<file path="src/rtl/pcm_cmp_pkg.sv">
package pcm_cmp_pkg;

  localparam int BITS_PER_SLOT = 8;
  localparam int BIT_W = $clog2(BITS_PER_SLOT);

  // Next-state choice of the report register
  typedef enum logic [1:0] {
    ACT_HOLD,
    ACT_CLEAR,
    ACT_LOAD_NEW,
    ACT_LOAD_PEND
  } cap_act_e;

endpackage

</file>
<file path="src/rtl/pcm_slot_timer.sv">
module pcm_slot_timer
  import pcm_cmp_pkg::*;
#(
  parameter int NUM_SLOTS = 32,
  parameter int SLOT_W = 5
) (
  input  logic              clk,
  input  logic              rst,
  input  logic              fsync,
  output logic [SLOT_W-1:0] cur_slot,
  output logic              first_bit,
  output logic              last_bit
);

  logic [BIT_W-1:0]  bit_q;
  logic [SLOT_W-1:0] slot_q;
  logic [BIT_W-1:0]  cur_bit;

  // Frame sync forces the present bit to slot 0, bit 0
  always_comb begin
    cur_bit   = fsync ? '0 : bit_q;
    cur_slot  = fsync ? '0 : slot_q;
    first_bit = (cur_bit == '0);
    last_bit  = (cur_bit == BIT_W'(BITS_PER_SLOT - 1));
  end

  always_ff @(posedge clk) begin
    if (rst) begin
      bit_q  <= '0;
      slot_q <= '0;
    end else if (last_bit) begin
      bit_q  <= '0;
      slot_q <= (cur_slot == SLOT_W'(NUM_SLOTS - 1)) ? '0 : cur_slot + SLOT_W'(1);
    end else begin
      bit_q  <= cur_bit + BIT_W'(1);
      slot_q <= cur_slot;
    end
  end

endmodule

</file>
<file path="src/rtl/pcm_pair_acc.sv">
module pcm_pair_acc (
  input  logic clk,
  input  logic rst,
  input  logic en,
  input  logic line_a,
  input  logic line_b,
  input  logic first_bit,
  input  logic last_bit,
  output logic slot_bad
);

  logic acc_q;
  logic diff;
  logic merged;

  // The first bit of a slot drops whatever was gathered before it
  always_comb begin
    diff     = en & (line_a ^ line_b);
    merged   = (first_bit ? 1'b0 : acc_q) | diff;
    slot_bad = merged;
  end

  always_ff @(posedge clk) begin
    if (rst)           acc_q <= 1'b0;
    else if (last_bit) acc_q <= 1'b0;
    else               acc_q <= merged;
  end

endmodule

</file>
<file path="src/rtl/pcm_cap_ctrl.sv">
module pcm_cap_ctrl
  import pcm_cmp_pkg::*;
#(
  parameter int NUM_PAIRS = 2,
  parameter int PAIR_W = 1,
  parameter int SLOT_W = 5
) (
  input  logic                 clk,
  input  logic                 rst,
  input  logic [NUM_PAIRS-1:0] ev_mask,
  input  logic [SLOT_W-1:0]    ev_slot,
  input  logic                 stat_rd,
  output logic                 irq,
  output logic [PAIR_W-1:0]    cap_pair,
  output logic [SLOT_W-1:0]    cap_slot,
  output logic                 pend_any
);

  logic [NUM_PAIRS-1:0] pend_q;
  logic [SLOT_W-1:0]    pend_slot_q;
  logic [NUM_PAIRS-1:0] new_oh;
  logic [NUM_PAIRS-1:0] pend_oh;
  logic [PAIR_W-1:0]    new_idx;
  logic [PAIR_W-1:0]    pend_idx;
  cap_act_e             act;

  // Lowest pair number wins: isolate the lowest set bit
  always_comb begin
    new_oh  = ev_mask & (~ev_mask + NUM_PAIRS'(1));
    pend_oh = pend_q & (~pend_q + NUM_PAIRS'(1));
    new_idx  = '0;
    pend_idx = '0;
    for (int i = 0; i < NUM_PAIRS; i++) begin
      if (new_oh[i])  new_idx  = PAIR_W'(i);
      if (pend_oh[i]) pend_idx = PAIR_W'(i);
    end
    pend_any = |pend_q;
  end

  always_comb begin
    if (stat_rd && pend_any)                  act = ACT_LOAD_PEND;
    else if ((|ev_mask) && (!irq || stat_rd)) act = ACT_LOAD_NEW;
    else if (stat_rd)                         act = ACT_CLEAR;
    else                                      act = ACT_HOLD;
  end

  always_ff @(posedge clk) begin
    if (rst) begin
      irq         <= 1'b0;
      cap_pair    <= '0;
      cap_slot    <= '0;
      pend_q      <= '0;
      pend_slot_q <= '0;
    end else begin
      case (act)
        ACT_LOAD_PEND: begin
          irq      <= 1'b1;
          cap_pair <= pend_idx;
          cap_slot <= pend_slot_q;
          pend_q   <= pend_q & ~pend_oh;
        end
        ACT_LOAD_NEW: begin
          irq         <= 1'b1;
          cap_pair    <= new_idx;
          cap_slot    <= ev_slot;
          pend_q      <= ev_mask & ~new_oh;
          pend_slot_q <= ev_slot;
        end
        ACT_CLEAR: irq <= 1'b0;
        default:   ;
      endcase
    end
  end

endmodule

</file>
<file path="src/rtl/pcm_pair_cmp.sv">
module pcm_pair_cmp
  import pcm_cmp_pkg::*;
#(
  parameter int NUM_PAIRS = 2,
  parameter int NUM_SLOTS = 32,
  localparam int PAIR_W = (NUM_PAIRS <= 2) ? 1 : $clog2(NUM_PAIRS),
  localparam int SLOT_W = (NUM_SLOTS <= 2) ? 1 : $clog2(NUM_SLOTS)
) (
  input  logic                   clk,
  input  logic                   rst,
  input  logic                   fsync,
  input  logic [2*NUM_PAIRS-1:0] rx_lines,
  input  logic                   cmp_en,
  input  logic                   stat_rd,
  output logic                   mism_irq,
  output logic [PAIR_W-1:0]      cap_pair,
  output logic [SLOT_W-1:0]      cap_slot
);

  logic [SLOT_W-1:0]    cur_slot;
  logic                 first_bit;
  logic                 last_bit;
  logic [NUM_PAIRS-1:0] bad_vec;
  logic [NUM_PAIRS-1:0] ev_mask_q;
  logic [SLOT_W-1:0]    ev_slot_q;
  logic                 pend_any;

  pcm_slot_timer #(.NUM_SLOTS(NUM_SLOTS), .SLOT_W(SLOT_W)) timer_i (
    .clk(clk), .rst(rst), .fsync(fsync),
    .cur_slot(cur_slot), .first_bit(first_bit), .last_bit(last_bit)
  );

  for (genvar p = 0; p < NUM_PAIRS; p++) begin : g_pair
    pcm_pair_acc acc_i (
      .clk(clk), .rst(rst), .en(cmp_en),
      .line_a(rx_lines[2*p]), .line_b(rx_lines[2*p+1]),
      .first_bit(first_bit), .last_bit(last_bit),
      .slot_bad(bad_vec[p])
    );
  end

  // Slot verdict stage: one cycle pulse per finished slot
  always_ff @(posedge clk) begin
    if (rst) begin
      ev_mask_q <= '0;
      ev_slot_q <= '0;
    end else begin
      ev_mask_q <= last_bit ? bad_vec : '0;
      if (last_bit) ev_slot_q <= cur_slot;
    end
  end

  pcm_cap_ctrl #(.NUM_PAIRS(NUM_PAIRS), .PAIR_W(PAIR_W), .SLOT_W(SLOT_W)) cap_i (
    .clk(clk), .rst(rst), .ev_mask(ev_mask_q), .ev_slot(ev_slot_q),
    .stat_rd(stat_rd), .irq(mism_irq), .cap_pair(cap_pair),
    .cap_slot(cap_slot), .pend_any(pend_any)
  );

endmodule

</file>
<file path="config.mk">
export PLATFORM = sky130hd
export DESIGN_NAME = pcm_pair_cmp
export DESIGN_NICKNAME = d
export VERILOG_FILES = /design/src/rtl/pcm_cmp_pkg.sv /design/src/rtl/pcm_slot_timer.sv /design/src/rtl/pcm_pair_acc.sv /design/src/rtl/pcm_cap_ctrl.sv /design/src/rtl/pcm_pair_cmp.sv
export SDC_FILE = /design/constraint.sdc
export NUM_CORES = 1
export LEC_CHECK = 0
export BUFFER_PORTS_ARGS = -buffer_cell sky130_fd_sc_hd__buf_2
export CAP_MARGIN = 10
export CORE_MARGIN = 4
export CORE_UTILIZATION = 40
export DETAILED_ROUTE_END_ITERATION = 10
export GPL_TIMING_DRIVEN = 1
export PLACE_DENSITY_LB_ADDON = 0.25
export REMOVE_ABC_BUFFERS = 1
export SYNTH_ARGS = -nofsm -noshare
export SYNTH_HDL_FRONTEND = slang
export SYNTH_SLANG_ARGS = --single-unit
export TNS_END_PERCENT = 100
</file>
<file path="constraint.sdc">
create_clock -name clk -period 4.4 [get_ports clk]
set_input_delay 0.88 -clock clk [delete_from_list [all_inputs] [get_ports clk]]
set_output_delay 0.88 -clock clk [all_outputs]
set_load 0.005 [all_outputs]
</file>
## After elaboration in Yosys (flattened, before gate mapping)

Index checks and enable logic that the tools add are counted.
W data, S select, Z words.

- Word-level logic and storage cells: 62
- Input bits: 9
- Register bits: 31
- Output and inout port bits: 7

- Reductions and logical operators: 12
- Muxes and demuxes: 15
- Bitwise logic cells: 15
- Equal/unequal tests: 5
- Add/sub/neg operators: 4

Operator list:

| kind | number |
|---|---|
| $mux W5 | 3 |
| $pmux W5 S2 | 1 |
| $reduce_or A2 Y1 | 5 |
| $and A2 B2 Y2 | 4 |
| $not A2 Y2 | 4 |
| $add A5 B1 Y5 const B | 1 |
| $eq A5 B5 Y1 const B | 1 |
| $mux W1 | 5 |
| $add A2 B1 Y2 const B | 2 |
| $eq A2 B2 Y1 const B | 2 |
| $mux W2 | 2 |
| $pmux W1 S2 | 2 |
| $pmux W2 S2 | 1 |
| $reduce_bool A2 Y1 | 2 |
| $add A3 B1 Y3 const B | 1 |
| $eq A3 B3 Y1 const B | 1 |
| $logic_not A3 Y1 | 1 |
| $mux W3 | 1 |
| $and A1 B1 Y1 | 2 |
| $eq A2 B1 Y1 const B | 1 |
| $logic_and A1 B1 Y1 | 2 |
| $or A1 B1 Y1 | 2 |
| $xor A1 B1 Y1 | 2 |
| $logic_not A1 Y1 | 1 |
| 2 further kinds | 2 |

## Logic depth before layout (Yosys ltp)

- Word-level depth: 8
- Mapped depth: 8
- Depth with buffers taken out: 8

## By module

A second synthesis with hierarchy kept.

- Cells, all modules: 146
- Area, all modules: 1408.9 um^2

Modules (own cells, without submodules):

| module | area an instance (um^2) | cells each | times used | sequential area each (um^2) |
|---|---|---|---|---|
| pcm_cap_ctrl | 614.3 | 69 | 1 | 260.2 |
| pcm_slot_timer | 431.7 | 43 | 1 | 160.2 |
| pcm_pair_cmp | 240.2 | 20 | 1 | 140.1 |
| pcm_pair_acc | 61.3 | 7 | 2 | 20.0 |

## Worst setup path after synthesis

No wires, ideal clock.

- Path kind: input to register
- Start: in fsync
- End: reg timer_i.slot_q[3]
- Required time: 4.297 ns
- Cell stages on the path: 6
- Setup slack: 2.338 ns
- Arrival time: 1.959 ns
- Path buffers: 0
- Setup time: 0.103 ns
- Cell sequence: nor2b_1 > ha_1 > ha_1 > nand4_1 > xor2_1 > a2111oi_2

- Longest elaborated chain between the ends: 4
- Elaborated cells between the ends (all ways): 7
- Those cells by class: add/sub (1); eq/ne (2); mux (4)

Ends and longest elaborated chain:

| element | line | source |
|---|---|---|
| start, declared | pcm_pair_cmp.sv:11 | `input logic fsync,` |
| $mux W5 | pcm_slot_timer.sv:22 | `cur_slot = fsync ? '0 : slot_q;` |
| $add A5 B1 Y5 / $eq A5 B5 Y1 (equally long branches) | pcm_slot_timer.sv:33 | `slot_q <= (cur_slot == SLOT_W'(NUM_SLOTS - 1)) ? '0 : cur_slot + SLOT_W'(1);` |
| $mux W5 | pcm_slot_timer.sv:33 |  |
| $mux W5 * | pcm_slot_timer.sv:31 | `end else if (last_bit) begin` |
| end signal, assigned | pcm_slot_timer.sv:33 |  |
| end signal, assigned | pcm_slot_timer.sv:36 | `slot_q <= cur_slot;` |
| end, declared | pcm_slot_timer.sv:16 | `logic [SLOT_W-1:0] slot_q;` |

Every way passes the cells marked *; elsewhere a longest branch is shown, timed or not.
A chain may end at the register's enable or synchronous reset.

## Final worst setup path

Same ends and word-level chain as after synthesis.

==> metrics <==
Fin. Hold Viols 0; fin crit share 56.0%; Slew Limit Fails 0; Distinct cells, synth 34; number of max-cap violations 0; xor-xnor portion of the synthesized cell area 1.95%; YS warnings 0; Post CTS Setup Buffer Count 0; drt via density roughly 4.9; GRT overflow 0; post-DR wirelength/cell roughly 12 um; TritonRoute pass-1 iters 4; Synth Register Bits 30; Worst Max-Slew Pin Slew about 0.64 ns; hold crit path type flop to flop; Initial Util a little over two fifths; Mapped Cells between 100 and 150; cell taking the most area after synthesis dfxtp_1; PD cells 310 nW/um^2; Setup Crit Path Kind input port to flop; antenna viol nets, final 0; DRT iter0 DRCs 52; Worst-path clk slew around 0.1 ns; mux share of post-synthesis cell area between 7 and 8%; largest net degree at the start of global routing 27; Synth Area per Inst 10.4 um^2; CTS max path bufs 2; die area 4360 um^2; Post-Synth Adder-Cell Area under 10%; largest family of logic cells by synthesized area simple AND/OR/NAND/NOR gates; Routed WL between 2000 and 2500 um; Synth area leaders dfxtp_1, mux2i_1, ha_1; most frequent cells after synthesis dfxtp_1, nor2_1, mux2i_1, nor2b_1; most used flip-flop cell after synthesis dfxtp_1; crit path launch type input port; Core Rows 20; share of the yosys chip area belonging to registers roughly 45%; Mapped Area between 1000 and 1500 um^2; reg2reg end timer_i.slot_q[3]; Die H between 60 and 70 um; H-tree levels 2; post-synthesis simple-gate area fraction a little over a fifth; Buffers on Ports 15; worst min-delay path endpoint cap_i.cap_pair; share of cells above drive strength 1 between 20% and 30%; Die X around 66 um; synthesis-to-layout area growth 11.4%; core area 3130 um^2; family with the most delay on the worst path adder cells; Worst path max stage delay roughly 0.56 ns; Max stage delay cell, worst path ha_1; root buffer cell clkbuf_4; hold_sp cap_i.cap_pair; count leader, synth dfxtp_1; diode count 0; CTS resizes 0; Placer Congestion 0.792; Reg2Reg Setup Slack about 2.3 ns; Clk Latency, worst-skew pair about 0.33 ns; Worst VDD drop around 0.18 mV; Worst Hold Depth 2; layout net count around 160; TNS Setup 0 ns; Post-synth EDFFs 0; Static Leakage roughly 0.63 nW; Final Skew approximately 0.0076 ns; Power Total 0.465 mW; worst r2r src timer_i.bit_q[0]; status complete, no violations; CP arrival roughly 2.7 ns; CTS tree yes; final core occ a little under half; # IOs 16; Buf/Inv on CP 1; routed vias ~940; min Tclk post-route approximately 2.5 ns; Most Frequent Cell on Critical Path ha_1; RSZ-0062 raised after global routing false; compound-cell area share of the yosys netlist roughly 16%; final setup vio count 0; post-synth top area share between 40% and 50%; hold_buf cts 0; first-pass GRT wire length 3990 um; GRT Resource Usage Total ~12%; f_max between 400 and 500 MHz; worst-case reg-to-reg path depth 6; Max FO, Critical Path 17; Max-slew headroom about 57%; vias in the first global route 914; CP Cell Sequence buf_2 -> nor2b_1 -> ha_1 -> ha_1 -> nand4_1 -> xor2_1 -> a2111oi_2; Worst setup EP type flop; TritonCTS Buffers 5; ys async rst share 0%; CTS Sinks 30; drt drc 0; Req. time, crit path about 4.6 ns; initial antenna violation count 0
[worst min-delay path: stages (launching register included)]
cell and delay [ns]:
dfxtp_1 0.32, nand2_1 0.06, a31oi_1 0.07
[worst max-delay path by stage]
stage	from	to	slack, ns	cells after the start
3_5_place_dp	fsync	timer_i.slot_q[3]	1.64	7
5_1_grt	fsync	timer_i.slot_q[3]	1.78	7
3_3_place_gp	fsync	timer_i.slot_q[3]	1.77	7
2_1_floorplan	fsync	timer_i.slot_q[3]	2.05	6
6_report	fsync	timer_i.slot_q[3]	1.94	7
4_1_cts	fsync	timer_i.slot_q[3]	1.93	7
[per-layer routing]
layer | global-route usage [%] | vias to the layer above | routed length (um)
li1 | - | 481 | -
met1 | 14.3 | 430 | 1100
met2 | 19.5 | 16 | 1060
met3 | 4.08 | 8 | 93
met4 | 7.61 | 0 | 63
met5 | 0 | - | 0
[placed cells by master (no fill, tap or decap), types with 2 or more instances in the layout]
cell / count
dfxtp_1: 30
buf_2: 15
nor2_1: 14
nor2b_1: 8
mux2i_1: 8
nand2b_1: 6
ha_1: 6
nor2_2: 5
a211oi_2: 5
clkbuf_4: 5
nand2_1: 4
a21oi_1: 4
xor2_1: 3
a22o_1: 3
nand3b_1: 3
nor3_1: 3
inv_1: 2
a22oi_1: 2
nand2b_4: 2
o21ai_0: 2
and2_1: 2
[metrics by stage]
stage / area [um^2] / instances / hold slack [ns] / worst slack (ns)
after floorplan: 1310 / 124 / 0.442 / 2.05
after global placement: 1440 / 183 / 0.465 / 1.77
after detailed placement: 1440 / 183 / 0.475 / 1.64
after CTS: 1500 / 191 / 0.498 / 1.93
after global routing: 1500 / 191 / 0.511 / 1.78
final: 1500 / 191 / 0.495 / 1.94
[kinds of logic after synthesis]
kind of cell,after synthesis
fa+ha+maj,6
flops,30
buf+inv,9
compound gates,23
xor+xnor,3
mux,9
simple gates,50
[sequential cells by signal (all words and copies together) (netlist names)]
register	flops
cap_i.cap_slot	5
ev_mask_q	2
timer_i.bit_q	3
g_pair.acc_i.acc_q	2
cap_i.pend_slot_q	5
ev_slot_q	5
cap_i.cap_pair	1
timer_i.slot_q	5
cap_i.irq	1
cap_i.pend_q	1
[report_power, final]
group          total, mW  internal (mW)  switching (mW)  leakage (nW)
combinational     0.0188        0.00730          0.0115         0.352
sequential         0.274          0.274        0.000561         0.242
clock              0.172         0.0767          0.0954        0.0343
[area by class of cell]
| class | count | area (um^2) |
|---|---|---|
| clock buffer | 6 | 51.3 |
| clock inverter | 2 | 12.5 |
| fill | 304 | 1630 |
| inverter | 3 | 11.3 |
| multi-input combinational | 91 | 696 |
| sequential | 30 | 601 |
| tap | 44 | 55.1 |
| timing repair buffer | 15 | 75.1 |
No activity file was read; power rests on OpenSTA's default activity.
